### src/rtl/conv_result_pkg.sv
package conv_result_pkg;

    typedef enum logic [1:0] {
        MODE_LJ_U  = 2'b00,
        MODE_LJ_S  = 2'b01,
        MODE_TRUNC = 2'b10,
        MODE_RSVD  = 2'b11
    } fmt_mode_e;

    localparam logic ADDR_HIGH = 1'b0;
    localparam logic ADDR_LOW  = 1'b1;

endpackage

### src/rtl/conv_result_store.sv
module conv_result_store
    import conv_result_pkg::*;
#(
    parameter int RES_W = 10
) (
    input  logic             clk,
    input  logic             rst_n,
    input  logic             done_i,
    input  logic [RES_W-1:0] value_i,
    input  logic [1:0]       mode_i,
    input  logic             rd_i,
    input  logic             addr_i,
    output logic [RES_W-1:0] raw_o
);

    typedef struct packed {
        logic [RES_W-1:0] raw;
        logic             lock;
        logic [1:0]       mode;
    } state_t;

    state_t st_d, st_q;
    logic   left_mode;
    logic   hi_rd;
    logic   lo_rd;
    logic   mode_chg;
    logic   accept;

    always_comb begin
        left_mode = ~mode_i[1];
        hi_rd     = rd_i && (addr_i == ADDR_HIGH);
        lo_rd     = rd_i && (addr_i == ADDR_LOW);
        mode_chg  = (mode_i != st_q.mode);
        accept    = done_i && !st_q.lock && !(left_mode && hi_rd);

        st_d      = st_q;
        st_d.mode = mode_i;
        if (accept) begin
            st_d.raw = value_i;
        end
        if (mode_chg || !left_mode) begin
            st_d.lock = 1'b0;
        end else if (lo_rd) begin
            st_d.lock = 1'b0;
        end else if (hi_rd) begin
            st_d.lock = 1'b1;
        end
    end

    always_ff @(posedge clk) begin
        if (!rst_n) begin
            st_q.lock <= 1'b0;
            st_q.mode <= MODE_LJ_U;
        end else begin
            st_q <= st_d;
        end
    end

    assign raw_o = st_q.raw;

    // an armed interlock keeps the stored result frozen
    p_lock_freezes_r6: assert property (@(posedge clk) disable iff (!rst_n)
        st_q.lock |=> $stable(st_q.raw));

    // an unblocked strobe stores its value
    p_free_load_r5: assert property (@(posedge clk) disable iff (!rst_n)
        (done_i && !st_q.lock && !(hi_rd && !mode_i[1])) |=> (st_q.raw == $past(value_i)));

    // a low-byte read releases the interlock
    p_low_release_r7: assert property (@(posedge clk) disable iff (!rst_n)
        (lo_rd && st_q.lock) |=> !st_q.lock);

    // no interlock ever arms in truncation modes
    p_trunc_unlocked_r8: assert property (@(posedge clk) disable iff (!rst_n)
        mode_i[1] |=> !st_q.lock);

    // a mode change releases the interlock
    p_mode_release_r9: assert property (@(posedge clk) disable iff (!rst_n)
        (mode_i != st_q.mode) |=> !st_q.lock);

endmodule

### src/rtl/conv_result_format.sv
module conv_result_format
    import conv_result_pkg::*;
#(
    parameter int RES_W  = 10,
    parameter int BYTE_W = 8
) (
    input  logic [RES_W-1:0]  raw_i,
    input  logic [1:0]        mode_i,
    input  logic              addr_i,
    output logic [BYTE_W-1:0] byte_o
);

    localparam int LOW_W = RES_W - BYTE_W;
    localparam int PAD_W = BYTE_W - LOW_W;

    logic [BYTE_W-1:0] top_bits;
    logic [BYTE_W-1:0] hi_byte;
    logic [BYTE_W-1:0] lo_byte;

    always_comb begin
        top_bits = raw_i[RES_W-1:LOW_W];
        case (mode_i)
            MODE_LJ_U: begin
                hi_byte = top_bits;
                lo_byte = {raw_i[LOW_W-1:0], {PAD_W{1'b0}}};
            end
            MODE_LJ_S: begin
                hi_byte = {~top_bits[BYTE_W-1], top_bits[BYTE_W-2:0]};
                lo_byte = {raw_i[LOW_W-1:0], {PAD_W{1'b0}}};
            end
            default: begin
                hi_byte = '0;
                lo_byte = top_bits;
            end
        endcase
        byte_o = (addr_i == ADDR_HIGH) ? hi_byte : lo_byte;
    end

endmodule

### src/rtl/adc_result_regs.sv
module adc_result_regs
    import conv_result_pkg::*;
#(
    parameter int RES_W  = 10,
    parameter int BYTE_W = 8
) (
    input  logic              clk,
    input  logic              rst_n,
    input  logic              conv_done_i,
    input  logic [RES_W-1:0]  conv_value_i,
    input  logic [1:0]        fmt_mode_i,
    input  logic              rd_i,
    input  logic              rd_addr_i,
    output logic [BYTE_W-1:0] rd_data_o
);

    logic [RES_W-1:0] raw_q;

    conv_result_store #(.RES_W(RES_W)) u_store (
        .clk     (clk),
        .rst_n   (rst_n),
        .done_i  (conv_done_i),
        .value_i (conv_value_i),
        .mode_i  (fmt_mode_i),
        .rd_i    (rd_i),
        .addr_i  (rd_addr_i),
        .raw_o   (raw_q)
    );

    conv_result_format #(.RES_W(RES_W), .BYTE_W(BYTE_W)) u_format (
        .raw_i  (raw_q),
        .mode_i (fmt_mode_i),
        .addr_i (rd_addr_i),
        .byte_o (rd_data_o)
    );

    // truncation modes never show data in the high byte
    p_trunc_high_zero_r4: assert property (@(posedge clk) disable iff (!rst_n)
        (fmt_mode_i[1] && rd_addr_i == ADDR_HIGH) |-> (rd_data_o == '0));

endmodule

### config.mk
export PLATFORM = sky130hd
export DESIGN_NAME = adc_result_regs
export DESIGN_NICKNAME = d
export VERILOG_FILES = /design/src/rtl/conv_result_pkg.sv /design/src/rtl/conv_result_store.sv /design/src/rtl/conv_result_format.sv /design/src/rtl/adc_result_regs.sv
export SDC_FILE = /design/constraint.sdc
export NUM_CORES = 1
export LEC_CHECK = 0
export ABC_AREA = 1
export BUFFER_PORTS_ARGS = -buffer_cell sky130_fd_sc_hd__buf_4
export CORE_AREA = 4 4 41 43
export CTS_BUF_LIST = sky130_fd_sc_hd__clkbuf_16
export DETAILED_ROUTE_END_ITERATION = 7
export DIE_AREA = 0 0 45 47
export PLACE_DENSITY = 0.79
export SLEW_MARGIN = 15
export SYNTH_ARGS = -nofsm -noshare
export SYNTH_HDL_FRONTEND = slang
export SYNTH_SLANG_ARGS = --single-unit
export TNS_END_PERCENT = 1
### constraint.sdc
create_clock -name clk -period 3.3 [get_ports clk]
set_clock_uncertainty 0.15 [all_clocks]
set_input_delay 0.33 -clock clk [delete_from_list [all_inputs] [get_ports clk]]
set_output_delay 0.33 -clock clk [all_outputs]
set_load 0.01 [all_outputs]
==> run_results.csv <==
group,metric,value,unit
status,status,"complete, no violations",
timing,final_hold_viol_count,0,
grt,antenna_found_initial,0,
grt,grt_usage,11.2,%
route,ant_nets,0,
yosys,synth_fp_nets,77,
die,die_h,47,um
die,die_w,45,um
yosys,synth_top_family_by_area,"simple AND/OR/NAND/NOR gates",
power_and_ir_drop,finalPower,0.453,mW
power_and_ir_drop,power.leakage,0.427,nW
die,io_pins,25,
route,num_vias,449,
setup_path,critical_path_class,"flop to flop",
min_path,hold_depth,1,
die,placeableCoreArea,0.00130,sq mm
die,num_rows,13,
die,die_area,0.00212,sq mm
yosys,synth_cell_types,11,
setup_path,cp.required,3.01,ns
route,drtIter0Drc,4,
final_layout,multi_input_area,140,sq um
setup_path,cp-startpoint,"u_store.st_q[2]",
final_layout,final_nets,106,
final_layout,design_area,831,sq um
clock_tree,clkTransAtPathRegs,0.04,ns
setup_path,rr_endpoint,"u_store.raw_o[1]",
yosys,synth_adder_area_share,0,%
final_layout,seq_area,360,sq um
yosys,ys_warn_count,0,
timing,setup-tns-final,0,ns
timing,post-route-period-util,50.3,%
clock_tree,h-tree-depth,1,
placed_design,io_buffers,24,
yosys,synth-seq-cells,13,
yosys,ys_seq_area_share,65.2,%
setup_path,cp-end-kind,"flop",
power_and_ir_drop,ir_drop,0.403,mV
yosys,syn-cell-area,553,sq um
min_path,hp-class,"primary input to flop",
placed_design,dp_cells,99,
run,drv_cap,0,
clock_tree,clock-sinks,13,
yosys,netlist_top_cells_area,"edfxtp_1 (54%), dfxtp_1 (11%), inv_1 (8.8%)",
setup_path,r2r_cells,2,
grt,grt_pass1_vias,397,
final_layout,fin_util,63.8,%
final_layout,fill_cells,116,
setup_path,crit_arrival,1.37,ns
clock_tree,cts_setup_buffers,0,
grt,grt-ovfl-total,0,
route,drc,0,
yosys,synth.largest_area_cell,"edfxtp_1",
yosys,yosysTopAreaCellShare,54.3,%
setup_path,worstPathMaxFanout,10,
route,vias_per_cell,4.36,
clock_tree,cts-buffers-inserted,3,
yosys,avgSynthCellArea,9.22,sq um
setup_path,worst_path_max_delay_cell,"a21oi_1",
setup_path,regToRegStartpoint,"u_store.st_q[2]",
setup_path,worstSetupEndpoint,"u_store.raw_o[1]",
clock_tree,root_buffer,"clkbuf_16",
grt,grt_max_degree,11,
power_and_ir_drop,power.density,545,mW/mm^2
final_layout,n_antenna_cell,0,
route,firstDrtPassIters,2,
timing,rsz0062_at_grt,"no",
die,start_util,42.5,%
placed_design,gp_congestion,0.694,
timing,maxSlewViolCount,0,
clock_tree,cts_tree,"done",
yosys,synth_simple_gate_area_share,22.6,%
timing,whs,0.117,ns
final_layout,mostFrequentLayoutCells,"buf_4 (24), inv_1 (14), nand2_1 (12), nor2_1 (12), edfxtp_1 (10)",
route,wl_per_cell,9.94,um
setup_path,ff2ff_setup_slack,1.64,ns
setup_path,start_kind,"flop",
final_layout,drive_gt1_share,34.1,%
timing,max_freq,603,MHz
timing,setup_slack,1.64,ns
final_layout,area_growth,50.2,%
grt,grt_pass1_wl,1610,um
clock_tree,cts_resized,0,
placed_design,dp_slack,1.53,ns
placed_design,postPlaceCellArea,752,sq um
placed_design,hpwl,796,um
clock_tree,clock_tree.buffer_depth,2,
timing,finalSetupViolCount,0,
yosys,synth-compound-area-share,2.71,%
yosys,syn_inst,60,
clock_tree,clock_latency,0.23,ns
route,drt_wl_total,1020,um
timing,worst_pin_slew,0.886,ns
final_layout,final_common_cell,"buf_4",
yosys,synthMuxAreaShare,0,%
final_layout,layout.cells.non_filler,103,
timing,relSlewSlack,40.9,%
timing,finalWorstPathRequiredPeriod,1.66,ns
yosys,synth-xor-area-share,0,%
clock_tree,cts_hold_buf,0,
setup_path,cpPeakStageDelay,0.69,ns
setup_path,path_cells,"nand3b_1, a21oi_1",
[per-layer routing]
layer / track usage (%) / wire length (um) / vias up
met3: 3.45 / 74 / 2
met2: 19.2 / 568 / 13
met4: 10.5 / 17 / 0
met1: 10.6 / 365 / 194
met5: 0 / 0 / -
li1: - / - / 240
[kinds of logic after synthesis]
kind of cell    Yosys count
compound gates            3
simple gates             30
flops                    13
buf+inv                  14
[sequential cells by signal, summed over array words and instances, names as in the netlist]
| register | flops |
|---|---|
| u_store.st_q | 3 |
| u_store.raw_o | 10 |
[cells in the mapped netlist (all sizes together)]
library cell,n
a21oi,1
dfxtp,3
edfxtp,10
inv,14
nand2,14
nand3,3
nand3b,1
nor2,12
o21ai,2
[layout make-up]
class	count	share of cell area, %
inverter	14	6.33
clock inverter	1	0.452
sequential	13	43.4
multi-input combinational	33	16.9
clock buffer	3	9.04
timing repair buffer	24	21.7
tap	15	2.26
[power breakdown]
group          switching (mW)  total, mW  internal [mW]
registers             0.00236      0.188          0.185
logic                  0.0228     0.0488         0.0260
clock network          0.0576      0.216          0.159
[worst min-delay path by stage]
| stage | start | endpoint | slack, ns |
|---|---|---|---|
| after floorplan | fmt_mode_i[0] | u_store.st_q[0] | 0.27 |
| after global placement | u_store.st_q[1] | u_store.st_q[2] | 0.31 |
| after global routing | conv_value_i[7] | u_store.raw_o[7] | 0.11 |
| final | conv_value_i[5] | u_store.raw_o[5] | 0.12 |
| after detailed placement | u_store.st_q[1] | u_store.st_q[2] | 0.32 |
| after CTS | conv_value_i[5] | u_store.raw_o[5] | 0.11 |
[worst max-delay path: cells and delay by family, from the launching register on]
family,cells,cell delay [ns]
DFF,1,0.30
AOI/OAI and AO/OA,1,0.69
and+or+nand+nor,1,0.14
Power figures use the tool's default switching activity.
